$ cat src/rtl/cop_pkg.sv
package cop_pkg;
  typedef enum logic [2:0] {
    OP_SEL     = 3'd0,
    OP_PUT     = 3'd1,
    OP_GET     = 3'd2,
    OP_START   = 3'd3,
    OP_SAVE    = 3'd4,
    OP_RESTORE = 3'd5
  } cop_op_e;
endpackage

$ cat src/rtl/cop_cycle_counter.sv
module cop_cycle_counter #(
  parameter int CNT_W = 16
) (
  input  logic             clk,
  input  logic             rst,
  input  logic             load_en,
  input  logic [CNT_W-1:0] load_val,
  output logic [CNT_W-1:0] cnt,
  output logic             busy
);
  logic [CNT_W-1:0] cnt_q;

  always_ff @(posedge clk) begin
    if (rst)
      cnt_q <= '0;
    else if (load_en)
      cnt_q <= load_val;
    else if (cnt_q != '0)
      cnt_q <= cnt_q - 1'b1;
  end

  assign cnt  = cnt_q;
  assign busy = (cnt_q != '0);
endmodule

$ cat src/rtl/cop_cfg_cache.sv
module cop_cfg_cache #(
  parameter int WAYS     = 4,
  parameter int CFG_W    = 4,
  parameter int LOAD_CYC = 16
) (
  input  logic             clk,
  input  logic             rst,
  input  logic [CFG_W-1:0] lookup_id,
  input  logic             miss_go,
  input  logic             hit_touch,
  output logic             hit,
  output logic             loading,
  output logic [CFG_W-1:0] load_id
);
  localparam int WAY_W  = (WAYS > 1) ? $clog2(WAYS) : 1;
  localparam int LCNT_W = $clog2(LOAD_CYC);
  localparam logic [WAY_W-1:0]  OLDEST  = WAY_W'(WAYS - 1);
  localparam logic [LCNT_W-1:0] LD_INIT = LCNT_W'(LOAD_CYC - 2);

  logic [CFG_W-1:0]  tag_q [WAYS];
  logic [WAYS-1:0]   vld_q;
  logic [WAY_W-1:0]  age_q [WAYS];
  logic [WAYS-1:0]   match;
  logic [WAY_W-1:0]  hit_way, victim, victim_q, touch_way;
  logic              loading_q, load_done, touch_en;
  logic [LCNT_W-1:0] lcnt_q;
  logic [CFG_W-1:0]  load_id_q;

  for (genvar i = 0; i < WAYS; i++) begin : g_match
    assign match[i] = vld_q[i] && (tag_q[i] == lookup_id);
  end

  always_comb begin
    hit_way = '0;
    victim  = '0;
    for (int i = 0; i < WAYS; i++) begin
      if (match[i])          hit_way = WAY_W'(i);
      if (age_q[i] == OLDEST) victim = WAY_W'(i);
    end
  end

  assign hit       = |match;
  assign load_done = loading_q && (lcnt_q == '0);
  assign touch_en  = load_done || hit_touch;
  assign touch_way = load_done ? victim_q : hit_way;

  always_ff @(posedge clk) begin
    if (rst) begin
      loading_q <= 1'b0;
      lcnt_q    <= '0;
      victim_q  <= '0;
      load_id_q <= '0;
    end else if (miss_go && !loading_q) begin
      loading_q <= 1'b1;
      lcnt_q    <= LD_INIT;
      victim_q  <= victim;
      load_id_q <= lookup_id;
    end else if (load_done) begin
      loading_q <= 1'b0;
    end else if (loading_q) begin
      lcnt_q <= lcnt_q - 1'b1;
    end
  end

  for (genvar i = 0; i < WAYS; i++) begin : g_way
    always_ff @(posedge clk) begin
      if (rst) begin
        vld_q[i] <= 1'b0;
        tag_q[i] <= '0;
        age_q[i] <= WAY_W'(i);
      end else begin
        if (load_done && (victim_q == WAY_W'(i))) begin
          vld_q[i] <= 1'b1;
          tag_q[i] <= load_id_q;
        end
        if (touch_en) begin
          if (touch_way == WAY_W'(i))
            age_q[i] <= '0;
          else if (age_q[i] < age_q[touch_way])
            age_q[i] <= age_q[i] + 1'b1;
        end
      end
    end
  end

  assign loading = loading_q;
  assign load_id = load_id_q;
endmodule

$ cat src/rtl/cop_issue_ctrl.sv
module cop_issue_ctrl
  import cop_pkg::*;
(
  input  logic       cmd_valid,
  input  logic [2:0] cmd_op,
  input  logic       cmd_ilk,
  input  logic       busy,
  input  logic       loading,
  input  logic       hit,
  output logic       ready,
  output logic       accept,
  output logic       miss_go
);
  logic is_sel, is_put;

  assign is_sel = (cmd_op == OP_SEL);
  assign is_put = (cmd_op == OP_PUT);

  always_comb begin
    ready = 1'b1;
    if (loading)
      ready = 1'b0;
    else if ((is_sel || is_put) && busy)
      ready = 1'b0;
    else if (is_sel && !hit)
      ready = 1'b0;
    else if (cmd_ilk && busy)
      ready = 1'b0;
  end

  assign accept  = cmd_valid && ready;
  assign miss_go = cmd_valid && is_sel && !loading && !busy && !hit;
endmodule

$ cat src/rtl/cop_interlock_ctrl.sv
module cop_interlock_ctrl
  import cop_pkg::*;
#(
  parameter int DATA_W   = 32,
  parameter int CNT_W    = 16,
  parameter int CFG_W    = 4,
  parameter int WAYS     = 4,
  parameter int LOAD_CYC = 16
) (
  input  logic              clk,
  input  logic              rst,
  input  logic              cmd_valid,
  input  logic [2:0]        cmd_op,
  input  logic              cmd_ilk,
  input  logic [CFG_W-1:0]  cmd_cfg,
  input  logic [DATA_W-1:0] cmd_arg,
  output logic              cmd_ready,
  input  logic [DATA_W-1:0] arr_rdata,
  output logic              arr_wr_en,
  output logic [DATA_W-1:0] arr_wr_data,
  output logic              arr_start,
  output logic              arr_run,
  output logic              rsp_valid,
  output logic [DATA_W-1:0] rsp_data,
  output logic              cfg_loading,
  output logic [CFG_W-1:0]  cfg_load_id,
  output logic [CFG_W-1:0]  cfg_cur,
  output logic              cfg_cur_vld
);
  logic             accept, miss_go, hit, busy;
  logic             acc_sel, acc_start, acc_restore, cnt_load;
  logic [CNT_W-1:0] cnt_q;
  logic             cur_vld_q;
  logic [CFG_W-1:0] cur_q;

  cop_issue_ctrl u_issue (
    .cmd_valid (cmd_valid),
    .cmd_op    (cmd_op),
    .cmd_ilk   (cmd_ilk),
    .busy      (busy),
    .loading   (cfg_loading),
    .hit       (hit),
    .ready     (cmd_ready),
    .accept    (accept),
    .miss_go   (miss_go)
  );

  assign acc_sel     = accept && (cmd_op == OP_SEL);
  assign acc_start   = accept && (cmd_op == OP_START) && cur_vld_q;
  assign acc_restore = accept && (cmd_op == OP_RESTORE);
  assign cnt_load    = acc_start || acc_restore;

  cop_cfg_cache #(
    .WAYS     (WAYS),
    .CFG_W    (CFG_W),
    .LOAD_CYC (LOAD_CYC)
  ) u_cache (
    .clk       (clk),
    .rst       (rst),
    .lookup_id (cmd_cfg),
    .miss_go   (miss_go),
    .hit_touch (acc_sel),
    .hit       (hit),
    .loading   (cfg_loading),
    .load_id   (cfg_load_id)
  );

  cop_cycle_counter #(.CNT_W(CNT_W)) u_cnt (
    .clk      (clk),
    .rst      (rst),
    .load_en  (cnt_load),
    .load_val (cmd_arg[CNT_W-1:0]),
    .cnt      (cnt_q),
    .busy     (busy)
  );

  always_ff @(posedge clk) begin
    if (rst) begin
      cur_q       <= '0;
      cur_vld_q   <= 1'b0;
      arr_wr_en   <= 1'b0;
      arr_wr_data <= '0;
      arr_start   <= 1'b0;
      rsp_valid   <= 1'b0;
      rsp_data    <= '0;
    end else begin
      arr_wr_en <= accept && (cmd_op == OP_PUT);
      arr_start <= acc_start;
      rsp_valid <= accept && ((cmd_op == OP_GET) || (cmd_op == OP_SAVE));
      if (acc_sel) begin
        cur_q     <= cmd_cfg;
        cur_vld_q <= 1'b1;
      end
      if (accept && (cmd_op == OP_PUT))
        arr_wr_data <= cmd_arg;
      if (accept && (cmd_op == OP_GET))
        rsp_data <= arr_rdata;
      else if (accept && (cmd_op == OP_SAVE))
        rsp_data <= DATA_W'(cnt_q);
    end
  end

  assign arr_run     = busy;
  assign cfg_cur     = cur_q;
  assign cfg_cur_vld = cur_vld_q;
endmodule

$ cat config.mk
export PLATFORM = sky130hd
export DESIGN_NAME = cop_interlock_ctrl
export DESIGN_NICKNAME = d
export VERILOG_FILES = /design/src/rtl/cop_pkg.sv /design/src/rtl/cop_cycle_counter.sv /design/src/rtl/cop_cfg_cache.sv /design/src/rtl/cop_issue_ctrl.sv /design/src/rtl/cop_interlock_ctrl.sv
export SDC_FILE = /design/constraint.sdc
export NUM_CORES = 1
export LEC_CHECK = 0
export BUFFER_PORTS_ARGS = -buffer_cell sky130_fd_sc_hd__buf_2
export CAP_MARGIN = 25
export CORE_MARGIN = 2
export CORE_UTILIZATION = 45
export DETAILED_ROUTE_END_ITERATION = 12
export PLACE_DENSITY = 0.69
export REMOVE_ABC_BUFFERS = 1
export SYNTH_ARGS = -nofsm -noshare
export SYNTH_HDL_FRONTEND = slang
export SYNTH_SLANG_ARGS = --single-unit
$ cat constraint.sdc
create_clock -name clk -period 5.55 [get_ports clk]
set_input_delay 0.8325 -clock clk [delete_from_list [all_inputs] [get_ports clk]]
set_output_delay 0.8325 -clock clk [all_outputs]
set_load 0.01 [all_outputs]
# Yosys cells after proc, flatten, opt, wreduce, memory -nomap -nowiden
# Memories as Yosys holds them, arrays and structs flattened.
# Index checks and enable logic that the tools add are counted.
dict set report word_totals {
  input_bits 75
  n_memories 2
  mem_bits_rw 24
  ff_bits 103
  elab_cells 189
}
dict set report op_classes {
  bitwise 13
  n_eq_ne 19
  n_lt_le_gt_ge 4
  muxes 82
  n_addsub 6
  reduce_logical 46
}
# memory words word_bits rd rd_clocked_by_memory_dff wr line
set mem_list {}
lappend mem_list {u_cache.tag_q 4 4 4 0 4 cop_cfg_cache.sv:20} ;# logic [CFG_W-1:0] tag_q [WAYS];
lappend mem_list {u_cache.age_q 4 2 5 0 4 cop_cfg_cache.sv:22} ;# logic [WAY_W-1:0] age_q [WAYS];
# op n
set ops {}
lappend ops {{32-bit two-way mux} 2}
lappend ops {{1-bit two-way mux} 58}
lappend ops {{16-bit two-way mux} 2}
lappend ops {{4-bit two-way mux} 7}
lappend ops {{1-bit logical AND} 26}
lappend ops {{2-bit two-way mux} 13}
lappend ops {{4-bit equality test} 4}
lappend ops {{16-bit nonzero test} 1}
lappend ops {{16-bit by 1-bit subtractor with 16-bit output (second input constant)} 1}
lappend ops {{2-bit equality test (second input constant)} 7}
lappend ops {{1-bit OR} 12}
lappend ops {{2-bit by 1-bit adder with 2-bit output (second input constant)} 4}
lappend ops {{2-bit < comparator} 4}
lappend ops {{2-bit nonzero test} 4}
lappend ops {{3-bit by 2-bit equality test with 1-bit output (second input constant)} 2}
lappend ops {{3-bit equality test (second input constant)} 2}
lappend ops {{2-bit by 1-bit equality test with 1-bit output (second input constant)} 2}
lappend ops {{2-bit logical NOT} 2}
lappend ops {{4-bit logical NOT} 1}
lappend ops {{1-bit logical OR} 4}
lappend ops {{2-bit AND reduction} 2}
lappend ops {{4-bit OR reduction} 1}
lappend ops {{4-bit by 1-bit subtractor with 4-bit output (second input constant)} 1}
lappend ops {{3-bit by 1-bit equality test with 1-bit output (second input constant)} 1}
lappend ops {{5 further kinds} 7}

# Longest topological paths before layout
# Gate-level depths: netlist of the first run.
# An unclocked memory read counts as a cell.
dict set report depth {
  ltp_word 17
  depth_mapped 14
}

# Cells and area by module
# From an unflattened synthesis of the first run, not the netlist that was laid out.
dict set report hier_totals {
  cells_unflattened 681
  area_unflattened_um2 6193.4
}
# mod n_inst area_each_um2 cells_per_inst
set modules_own_cells {}
lappend modules_own_cells {cop_interlock_ctrl 1 2860.2 338}
lappend modules_own_cells {cop_cfg_cache 1 2292.2 227}
lappend modules_own_cells {cop_cycle_counter 1 970.9 110}
lappend modules_own_cells {cop_issue_ctrl 1 70.1 6}

# Least setup slack after synthesis of the first run
# No wires, ideal clock.
dict set report synth_path {
  kind {in2reg}
  startpoint {input port cmd_cfg[3]}
  endpoint {memory u_cache.age_q[0][0] (netlist bit), enable pin}
  t_arrival_ns 2.792
  setup_slack_ns 2.459
  setup_ns 0.299
  t_required_ns 5.251
  stages 10
  n_path_buf 2
  path_cell_list {buf_2 xnor2_1 nand3_1 or2_2 clkbuf_1 a211o_1 a22oi_1 nor2_1 o31ai_1 a311o_1}
}
# item line
set synth_rtl {}
lappend synth_rtl {{start: declaration} cop_interlock_ctrl.sv:15} ;# input logic [CFG_W-1:0] cmd_cfg,
lappend synth_rtl {{end: declaration} cop_cfg_cache.sv:22}

# Worst setup path after layout of the first run
dict set report layout_path {
  startpoint {register u_cnt.cnt_q[7] (netlist: u_cnt.cnt[7])}
  endpoint {output port cmd_ready}
}
dict set report layout_between {
  elab_chain_cells 6
  word_cells_on_any_way 7
  cone_classes {mux (4); reduce/logical (3)}
}
# item line
set layout_lines {}
lappend layout_lines {{start: declaration} cop_cycle_counter.sv:11} ;# logic [CNT_W-1:0] cnt_q;
lappend layout_lines {{start signal: assignment} cop_cycle_counter.sv:17} ;# cnt_q <= load_val;
lappend layout_lines {{start signal: assignment} cop_cycle_counter.sv:19} ;# cnt_q <= cnt_q - 1'b1;
lappend layout_lines {{16-bit nonzero test *} cop_cycle_counter.sv:23} ;# assign busy = (cnt_q != '0);
lappend layout_lines {{1-bit logical AND} cop_issue_ctrl.sv:27} ;# else if (cmd_ilk && busy)
lappend layout_lines {{1-bit two-way mux} cop_issue_ctrl.sv:27}
lappend layout_lines {{1-bit two-way mux} cop_issue_ctrl.sv:25} ;# else if (is_sel && !hit)
lappend layout_lines {{1-bit two-way mux *} cop_issue_ctrl.sv:23} ;# else if ((is_sel || is_put) && busy)
lappend layout_lines {{1-bit two-way mux *} cop_issue_ctrl.sv:21} ;# if (loading)
lappend layout_lines {{end: declaration} cop_interlock_ctrl.sv:17} ;# output logic cmd_ready,
# Mark *: on every way between the ends. The rest lies on a longest branch, timed or not.

==> impl_metrics.csv, run 1 <==
group,metric,value,unit
die,coreArea,13100,um2
detailed_routing,drt_wl_total,15200,um
sta,hold_viol,0,
detailed_routing,avgViaCountPerCell,5.34,
global_routing,grt_usage,21.5,%
clocking,postCtsSetupBuffers,0,
global_routing,grt_pass1_wl,24700,um
cells_and_area,nets,893,
yosys,synthArstFlopShare,0,%
global_routing,antenna_found_initial,0,
sta,fin_setup_tns,0,ps
cells_and_area,fin_area,7470,um2
global_routing,grt_max_degree,69,
cells_and_area,drive_gt1_share,28.7,%
critical_path,worstSetupPathType,"flop to output pin",
clocking,cts_tree,"yes",
sta,setup_viol_count_final,0,
critical_path,cp.arrival,2870,ps
place,gp_congestion,0.904,
place,dp_hpwl,11100,um
detailed_routing,wl_per_cell,15.2,um
critical_path,crit_path_end_kind,"output pin",
yosys,synth_area_leaders,"dfxtp_1 34%, edfxtp_1 12%, nand2_1 7.2%",
detailed_routing,drt_first_pass_iters,5,
power_and_ir_drop,power.total,0.00279,W
clocking,cts_root_buffer,"clkbuf_16",
clocking,cts_sinks,127,
clocking,cts_resized,0,
detailed_routing,antenna_left,0,
die,die_area,14300,um2
power_and_ir_drop,p_leak,3.09,nW
yosys,synth_area_per_cell,8.89,um2
global_routing,grt.overflow.total,0,
clocking,clk_latency,420,ps
place,post-place-ws,2090,ps
sta,clock_skew,11.9,ps
power_and_ir_drop,p_per_area,373,nW/um2
die,die_y,120,um
yosys,ys_seq_elements,127,
sta,finalCriticalPeriod,3700,ps
critical_path,crit_chain,"or4_4 > nor4b_4 > and2_1 > inv_2 > nand2_4 > o21ai_0 > a21oi_1 > buf_2",
sta,rsz0062_at_grt,"no",
yosys,synthDistinctLibCells,67,
global_routing,grt_pass1_vias,5032,
critical_path,cp_slowest_cell,"or4_4",
yosys,synth-main-ff-cell,"dfxtp_1",
sta,timing.final.ws_setup,1850,ps
die,io_pins,154,
critical_path,reg2reg_slack,2200,ps
yosys,synth_edf_count,24,
yosys,synthesis.area,6020,um2
critical_path,r2r-start,"u_cnt.cnt[7]$_SDFFE_PP0P_",
clocking,clockBufferDepth,2,
cells_and_area,antenna-diode-count,0,
place,portBuffers,153,
critical_path,cp_data_required_time,4720,ps
clocking,clk_pin_slew_worst_paths,60,ps
die,initial_utilization,45.9,%
clocking,cts_made_buffers,17,
clocking,h-tree-depth,4,
cells_and_area,nFillCells,1230,
sta,max_freq,270,MHz
place,dp.cells,968,
yosys,synth_top_area_share,34.2,%
yosys,yosysTopAreaCell,"dfxtp_1",
sta,period_share,66.7,%
worst_hold_path,min_from,"arr_wr_data[23]$_SDFFE_PP0P_",
critical_path,critPathLaunch,"u_cnt.cnt[7]$_SDFFE_PP0P_",
detailed_routing,dr_total_vias,5349,
detailed_routing,drcViolationCount,0,
die,die_w,120,um
run_status,status,"complete, no violations",
place,place_area,6800,um2
flow_run,maxCapViolCount,0,
die,rows,42,
sta,tightest_slew,983,ps
detailed_routing,drt_iter0_markers,353,
yosys,synthCells,678,
worst_hold_path,hold_class,"flop to flop",
power_and_ir_drop,vdd_drop_max,237,uV
critical_path,cp_max_fo,11,
clocking,ctsHoldBuffers,0,
cells_and_area,final_cells,1001,
critical_path,cpPeakStageDelay,600,ps
sta,drv_slew,0,
yosys,yosysWarnings,0,
cells_and_area,area_growth,24.0,%
sta,relSlewSlack,34.3,%
critical_path,startpoint_type,"flop",
yosys,synth-seq-area-share,46.2,%
==> synth_stat cells (14+ instances only) <==
cell,n
buf_2,15
a22oi_1,18
a311oi_2,14
and2_1,15
edfxtp_1,24
nand3_1,18
nand2_2,17
a21oi_1,60
dfxtp_1,103
nand2_1,116
clkbuf_1,18
nor3_1,21
xnor2_1,20
nor2_1,71
==> cell type report <==
type | instances | area, um2 | area share [%]
clock buffer | 24 | 524 | 7.02
clock inverter | 8 | 119 | 1.59
inverter | 13 | 48.8 | 0.653
multi-input combinational | 497 | 2970 | 39.7
sequential | 127 | 2780 | 37.2
tap | 176 | 220 | 2.95
timing repair buffer | 156 | 811 | 10.9
==> sequential cells by signal, indices dropped and copies added, names as in the netlist <==
register          cells
u_cache.vld_q         4
u_cache.loading       1
arr_start             1
u_cache.tag_q        16
u_cache.victim_q      2
u_cache.lcnt_q        4
u_cache.load_id       4
cfg_cur               4
u_cache.age_q         8
arr_wr_en             1
rsp_data             32
u_cnt.cnt            16
rsp_valid             1
cfg_cur_vld           1
arr_wr_data          32
==> worst max-delay path, delay by kind of cell, from the launching register on <==
family                 cells  cell delay (ps)
AND/OR/NAND/NOR            4             1390
AO/OA/AOI/OAI              2              320
buffers and inverters      2              380
flip-flops                 1              360
==> metrics by stage <==
| step | hold WS, ps | utilization, % |
|---|---|---|
| after global routing | 468 | 56.9 |
| after CTS | 453 | 56.7 |
| after detailed placement | 443 | 51.8 |
| final | 452 | 56.9 |
| after floorplan | 420 | - |
| after global placement | 438 | 51.8 |
==> cells by family after synthesis <==
family                   count (synthesis)  synth area share [%]
AND/OR/NAND/NOR                        306                  24.6
AO/OA/AOI/OAI                          148                  17.7
flip-flops                             127                  46.2
buffers and inverters                   54                  4.67
XOR/XNOR                                30                  4.36
adder cells (fa/ha/maj)                  8                  1.58
multiplexers                             5                 0.852
==> report_power, final <==
part / leakage [nW] / internal (W) / switching, W
clock network: 0.322 / 0.000796 / 0.000401
logic: 1.70 / 0.000231 / 0.000286
registers: 1.07 / 0.00100 / 0.0000719
total: 3.09 / 0.00203 / 0.000759
==> final timing paths <==
kind / endpoint / cells after the start
max reg2reg: rsp_data[12]$_SDFFE_PP0P_ / 9
min: arr_wr_data[23]$_SDFFE_PP0P_ / 2
min reg2reg: arr_wr_data[23]$_SDFFE_PP0P_ / 2
max: cmd_ready / 8
==> placed cells by master, fill, tap and decap left out, types with 3 or more instances in the layout <==
cell / netlist / final
edfxtp_1: 24 / 24
inv_4: 0 / 3
nor4_1: 4 / 4
nor3b_1: 4 / 4
a311oi_2: 14 / 14
xor2_1: 10 / 10
a22oi_1: 18 / 18
buf_4: 0 / 3
a211oi_1: 7 / 7
clkbuf_8: 0 / 3
a311oi_1: 5 / 5
nand3_1: 18 / 18
and2_1: 15 / 15
buf_2: 15 / 152
nand2_2: 17 / 17
nand2_1: 116 / 116
or2_2: 5 / 5
nor3_1: 21 / 21
o21ai_0: 12 / 12
and3_1: 7 / 7
ha_1: 6 / 6
clkbuf_16: 0 / 19
nand2b_1: 6 / 6
dfxtp_1: 103 / 103
xnor2_1: 20 / 20
nor2_1: 71 / 71
a31oi_1: 4 / 4
or3_1: 5 / 5
inv_1: 12 / 12
a21oi_1: 60 / 60
bufinv_16: 0 / 3
mux2i_1: 4 / 4
o31ai_1: 5 / 5
==> layer usage <==
layer	up-vias	global-route usage [%]	part of all wire, %
li1	2643	-	-
met1	2486	27.3	43
met2	191	35.3	48
met3	29	5.47	6.4
met4	0	8.31	2.3
met5	-	0	0
Power figures use the tool's default switching activity.
==> inputs of run 2 (changes only) <==
--- a/config.mk
+++ b/config.mk
@@ -10,7 +10,7 @@
 export CORE_MARGIN = 2
 export CORE_UTILIZATION = 45
 export DETAILED_ROUTE_END_ITERATION = 12
-export PLACE_DENSITY = 0.69
+export PLACE_DENSITY = 0.72
 export REMOVE_ABC_BUFFERS = 1
 export SYNTH_ARGS = -nofsm -noshare
 export SYNTH_HDL_FRONTEND = slang
==> constraint.sdc (replaced) <==
create_clock -name clk -period 2.98 [get_ports clk]
set_input_delay 0.447 -clock clk [delete_from_list [all_inputs] [get_ports clk]]
set_output_delay 0.447 -clock clk [all_outputs]
set_load 0.01 [all_outputs]
==> run 2 against run 1 <==
  * Register-to-register slack got worse by 2100 ps
  * Setup slack got worse by 1700 ps
  * Worst hold slack got worse by 190 ps
  * Power increased by 82%
  * Clock power increased by 65%
  * Die area unchanged
  * Critical path type unchanged
  * Critical endpoint unchanged
  * Largest cell class unchanged
==> impl_metrics.csv, run 2 (synthesis results as in run 1) <==
group,metric,value,unit
critical_path,cp_data_required_time,2530,ps
sta,finalCriticalPeriod,2850,ps
critical_path,worstReg2RegEnd,"u_cache.age_q[2][1]$_SDFFCE_PN1P_",
clocking,cts_root_buffer,"clkbuf_16",
flow_run,maxCapViolCount,0,
critical_path,critical_path.endpoint,"cmd_ready",
global_routing,grt_pass1_vias,5044,
cells_and_area,drive_gt1_share,32.0,%
die,die_w,120,um
clocking,cts_sinks,127,
detailed_routing,dr_total_vias,5380,
power_and_ir_drop,power.total,0.00508,W
critical_path,r2r-start,"u_cnt.cnt[8]$_SDFFE_PP0P_",
detailed_routing,antenna_left,0,
run_status,status,"complete, no violations",
detailed_routing,drt_first_pass_iters,5,
sta,relSlewSlack,37.0,%
sta,period_share,95.6,%
detailed_routing,drt_wl_total,15000,um
critical_path,reg2reg_slack,130,ps
die,io_pins,154,
global_routing,grt_usage,21.3,%
sta,timing.final.ws_setup,132,ps
critical_path,startpoint_type,"flop",
place,dp.cells,988,
clocking,h-tree-depth,4,
detailed_routing,wl_per_cell,14.6,um
die,coreArea,13100,um2
clocking,clk_latency,420,ps
cells_and_area,nFillCells,1168,
die,die_y,120,um
cells_and_area,area_growth,27.0,%
cells_and_area,fin_area,7650,um2
worst_hold_path,hold_class,"input port to flop",
sta,hold_viol,0,
critical_path,crit_path_end_kind,"output pin",
cells_and_area,final_cells,1026,
sta,setup_viol_count_final,0,
sta,drv_slew,0,
sta,max_freq,351,MHz
power_and_ir_drop,p_per_area,664,nW/um2
power_and_ir_drop,p_leak,3.18,nW
clocking,cts_made_buffers,17,
power_and_ir_drop,vdd_drop_max,335,uV
die,rows,42,
sta,tightest_slew,944,ps
critical_path,cp.arrival,2400,ps
detailed_routing,avgViaCountPerCell,5.24,
critical_path,reg2reg_depth,10,
place,post-place-ws,-35.3,ps
detailed_routing,drt_iter0_markers,407,
cells_and_area,final_common_cell,"buf_2",
global_routing,grt_pass1_wl,24500,um
critical_path,critPathLaunch,"u_cnt.cnt[8]$_SDFFE_PP0P_",
critical_path,worstSetupPathType,"flop to output pin",
die,die_area,14300,um2
place,gp_congestion,0.854,
sta,clock_skew,7.33,ps
place,dp_hpwl,10600,um
clocking,cts_tree,"yes",
critical_path,cp_max_fo,11,
cells_and_area,final_cell_mix,"152 x buf_2, 116 x nand2_1, 102 x dfxtp_1",
clocking,clk_pin_slew_worst_paths,60,ps
place,portBuffers,153,
global_routing,grt.overflow.total,0,
global_routing,antenna_found_initial,1,
die,initial_utilization,45.9,%
sta,fin_setup_tns,0,ps
cells_and_area,reg_top3,"arr_wr_data x32, rsp_data x32",
place,place_area,6980,um2
global_routing,grt_max_degree,85,
clocking,clockBufferDepth,2,
detailed_routing,drcViolationCount,0,
cells_and_area,nets,917,
## run 2: cell count changes in the layout (fill, tap and decap cells not counted), sizes merged
cell / before / now
clkinv: 2 / 6
clkinvlp: 0 / 2
diode: 0 / 1
bufinv: 3 / 1
clkbuf: 24 / 20
buf: 156 / 180
## run 2: final cells by class
type,count,area (um2),share of cell area [%]
Clock buffer,20,468,6.12
Sequential cell,127,2790,36.4
Inverter,13,51.3,0.670
Antenna cell,1,2.50,0.0327
Multi-Input combinational cell,497,3020,39.4
Clock inverter,12,108,1.41
Tap cell,176,220,2.88
Timing Repair Buffer,180,1000,13.1
## run 2: power breakdown
part           internal, W  total, W  switching (W)
clock network      0.00122   0.00198       0.000765
registers          0.00187   0.00200       0.000131
logic             0.000522   0.00109       0.000573
## run 2: worst min path at each step
stage                                              from                       endpoint  depth (start not counted)
after floorplan           u_cache.vld_q[3]$_SDFFE_PP0P_  u_cache.vld_q[3]$_SDFFE_PP0P_                          2
after global placement    u_cache.vld_q[3]$_SDFFE_PP0P_  u_cache.vld_q[3]$_SDFFE_PP0P_                          2
after global routing                        cmd_arg[18]   arr_wr_data[18]$_SDFFE_PP0P_                          3
after CTS                                   cmd_arg[22]   arr_wr_data[22]$_SDFFE_PP0P_                          3
final                                       cmd_arg[22]   arr_wr_data[22]$_SDFFE_PP0P_                          3
after detailed placement   arr_wr_data[30]$_SDFFE_PP0P_   arr_wr_data[30]$_SDFFE_PP0P_                          2
## run 2: per-stage QoR
stage | hold WS, ps | util (%)
2_1_floorplan | 420 | -
3_3_place_gp | 439 | 53.1
3_5_place_dp | 445 | 53.1
4_1_cts | 253 | 57.6
5_1_grt | 254 | 58.2
6_report | 267 | 58.2
## run 2: critical path, cell delays in order, from the launching register on
cell     delay, ps
dfxtp_4        360
or4_4          570
nor4b_4        260
and2_4         210
inv_4           70
nand2_4         90
o21ai_1         80
a21oi_2        170
buf_2          150
## run 2: timing repair
action | 4_1_cts | 5_1_grt
hold buffers | 0 | 0
gates resized for setup | 4 | 14
endpoints found under the setup margin | 5 | 11
setup buffers | 1 | 4
pin swaps | 3 | 4
## run 2: per-layer routing
metal  vias to the layer above  global-route usage, %  routed length (um)
met5                         -                      0                   0
met4                         0                   6.84                 241
met3                        20                   5.80                 880
met2                       164                   34.5                7170
met1                      2504                   27.5                6720
li1                       2692                      -                   -
==> inputs of run 3 (changes only) <==
==> constraint.sdc (replaced) <==
create_clock -name clk -period 2.98 [get_ports clk]
set_input_delay 0.447 -clock clk [delete_from_list [all_inputs] [get_ports clk]]
set_output_delay 0.447 -clock clk [all_outputs]
set_load 0.05 [all_outputs]
==> run 3 against run 2 <==
  * Combinational power grew 15%
  * Critical path depth stayed put
  * Clock power grew 20%
  * Design area rose by 1.8%
  * Non-clock buffer count is 5 higher
  * Die area unchanged
  * Sequential power is essentially flat
  * Critical endpoint unchanged
==> impl_metrics.csv, run 3 (synthesis results as in run 1) <==
group,metric,value,unit
run_status,status,"complete, no violations",
power_and_ir_drop,power.total,0.00562,W
die,rows,42,
sta,timing.final.ws_setup,59.4,ps
cells_and_area,final_cells,1031,
sta,hold-worst-slack,261,ps
critical_path,cp_max_fo,11,
sta,clock_skew,8.48,ps
place,gp_congestion,0.852,
sta,setup_viol_count_final,0,
cells_and_area,area_growth,29.3,%
global_routing,grt_pass1_vias,4931,
critical_path,r2r-start,"u_cache.lcnt_q[0]$_SDFFE_PP0P_",
cells_and_area,final_util,59.3,%
clocking,h-tree-depth,4,
global_routing,grt_max_degree,37,
worst_hold_path,hold_class,"input port to flop",
critical_path,cp.arrival,2470,ps
critical_path,reg2reg_slack,130,ps
die,coreArea,13100,um2
sta,relSlewSlack,53.4,%
detailed_routing,drt_wl_total,15300,um
cells_and_area,nFillCells,1173,
clocking,cts_made_buffers,17,
clocking,clk_pin_slew_worst_paths,60,ps
place,dp.cells,992,
clocking,cts_sinks,127,
cells_and_area,reg_top3,"arr_wr_data x32, rsp_data x32",
critical_path,cpPeakStageDelay,550,ps
detailed_routing,dr_total_vias,5480,
place,dp_hpwl,10800,um
die,die_area,14300,um2
power_and_ir_drop,p_leak,3.26,nW
critical_path,cp_slowest_cell,"or4_4",
power_and_ir_drop,p_per_area,722,nW/um2
sta,drv_slew,0,
clocking,cts_tree,"yes",
clocking,ctsHoldBuffers,0,
sta,finalCriticalPeriod,2920,ps
clocking,clk_latency,420,ps
critical_path,cp_data_required_time,2530,ps
critical_path,startpoint_type,"flop",
place,portBuffers,153,
die,die_y,120,um
critical_path,worstSetupPathType,"flop to output pin",
cells_and_area,final_cell_mix,"151 x buf_2, 116 x nand2_1, 101 x dfxtp_1",
die,initial_utilization,45.9,%
critical_path,crit_chain,"or4_4 > nor4b_4 > and2_4 > inv_6 > nand2_4 > o21ai_0 > a21oi_1 > buf_4",
sta,hold_viol,0,
global_routing,grt_pass1_wl,24400,um
detailed_routing,avgViaCountPerCell,5.32,
global_routing,antenna_found_initial,1,
detailed_routing,drt_iter0_markers,322,
critical_path,critPathLaunch,"u_cnt.cnt[10]$_SDFFE_PP0P_",
worst_hold_path,min_from,"cmd_arg[29]",
cells_and_area,drive_gt1_share,32.2,%
clocking,clockBufferDepth,2,
detailed_routing,antenna_left,0,
cells_and_area,final_common_cell,"buf_2",
clocking,cts_root_buffer,"clkbuf_16",
sta,period_share,98.0,%
cells_and_area,nets,922,
power_and_ir_drop,vdd_drop_max,468,uV
detailed_routing,drcViolationCount,0,
cells_and_area,multi_input_area,3000,um2
die,io_pins,154,
flow_run,maxCapViolCount,0,
global_routing,grt.overflow.total,0,
global_routing,grt_usage,21.5,%
die,die_w,120,um
detailed_routing,drt_first_pass_iters,5,
place,post-place-ws,57.6,ps
detailed_routing,wl_per_cell,14.9,um
sta,tightest_slew,699,ps
critical_path,crit_path_end_kind,"output pin",
cells_and_area,seqCellArea,2790,um2
sta,max_freq,342,MHz
[run 3: path summary, 6_finish.rpt]
path / end / cells past startpoint
worst max-delay path: cmd_ready / 8
worst min-delay path: arr_wr_data[29]$_SDFFE_PP0P_ / 3
worst max register to register: u_cache.age_q[0][0]$_SDFFCE_PN0P_ / 12
worst min register to register: arr_wr_data[19]$_SDFFE_PP0P_ / 2
[run 3: area by class of cell]
| cell class | count | share of cell area, % |
|---|---|---|
| clock inverters | 10 | 2.14 |
| diodes | 1 | 0.0321 |
| inverters | 13 | 0.690 |
| well taps | 176 | 2.83 |
| clock buffers | 22 | 6.78 |
| flip-flops and latches | 127 | 35.8 |
| multi-input cells | 497 | 38.5 |
| repair buffers | 185 | 13.3 |
[run 3: report_power, final]
part / leakage (nW) / internal (W) / switching [W]
Sequential: 1.07 / 0.00187 / 0.000123
Combinational: 1.85 / 0.000529 / 0.000720
Clock: 0.343 / 0.00160 / 0.000776
[run 3: timing repair]
| action | CTS | global route |
|---|---|---|
| pin swaps | 4 | 2 |
| resized for setup | 7 | 7 |
| setup buffers | 5 | 1 |
| endpoints found under the setup margin | 1 | 8 |
[run 3: metrics by stage]
stage,TNS [ps],area (um2)
after floorplan,-7010,5790
after global placement,0,7010
after detailed placement,0,7010
after CTS,0,7750
after global routing,-4.78,7790
final,0,7790
[run 3: critical path: cells and delay by family, from the launching register on]
family | cells | cell delay (ps)
and+or+nand+nor | 4 | 1130
AOI/OAI and AO/OA | 2 | 290
buffers and inverters | 2 | 300
DFF | 1 | 320
[run 3: metal layers]
metal | up-vias | track usage (%) | wire length, um
met5 | - | 0 | 0
met4 | 0 | 7.50 | 309
met3 | 26 | 5.80 | 959
met2 | 166 | 34.7 | 7310
met1 | 2576 | 27.8 | 6760
li1 | 2712 | - | -
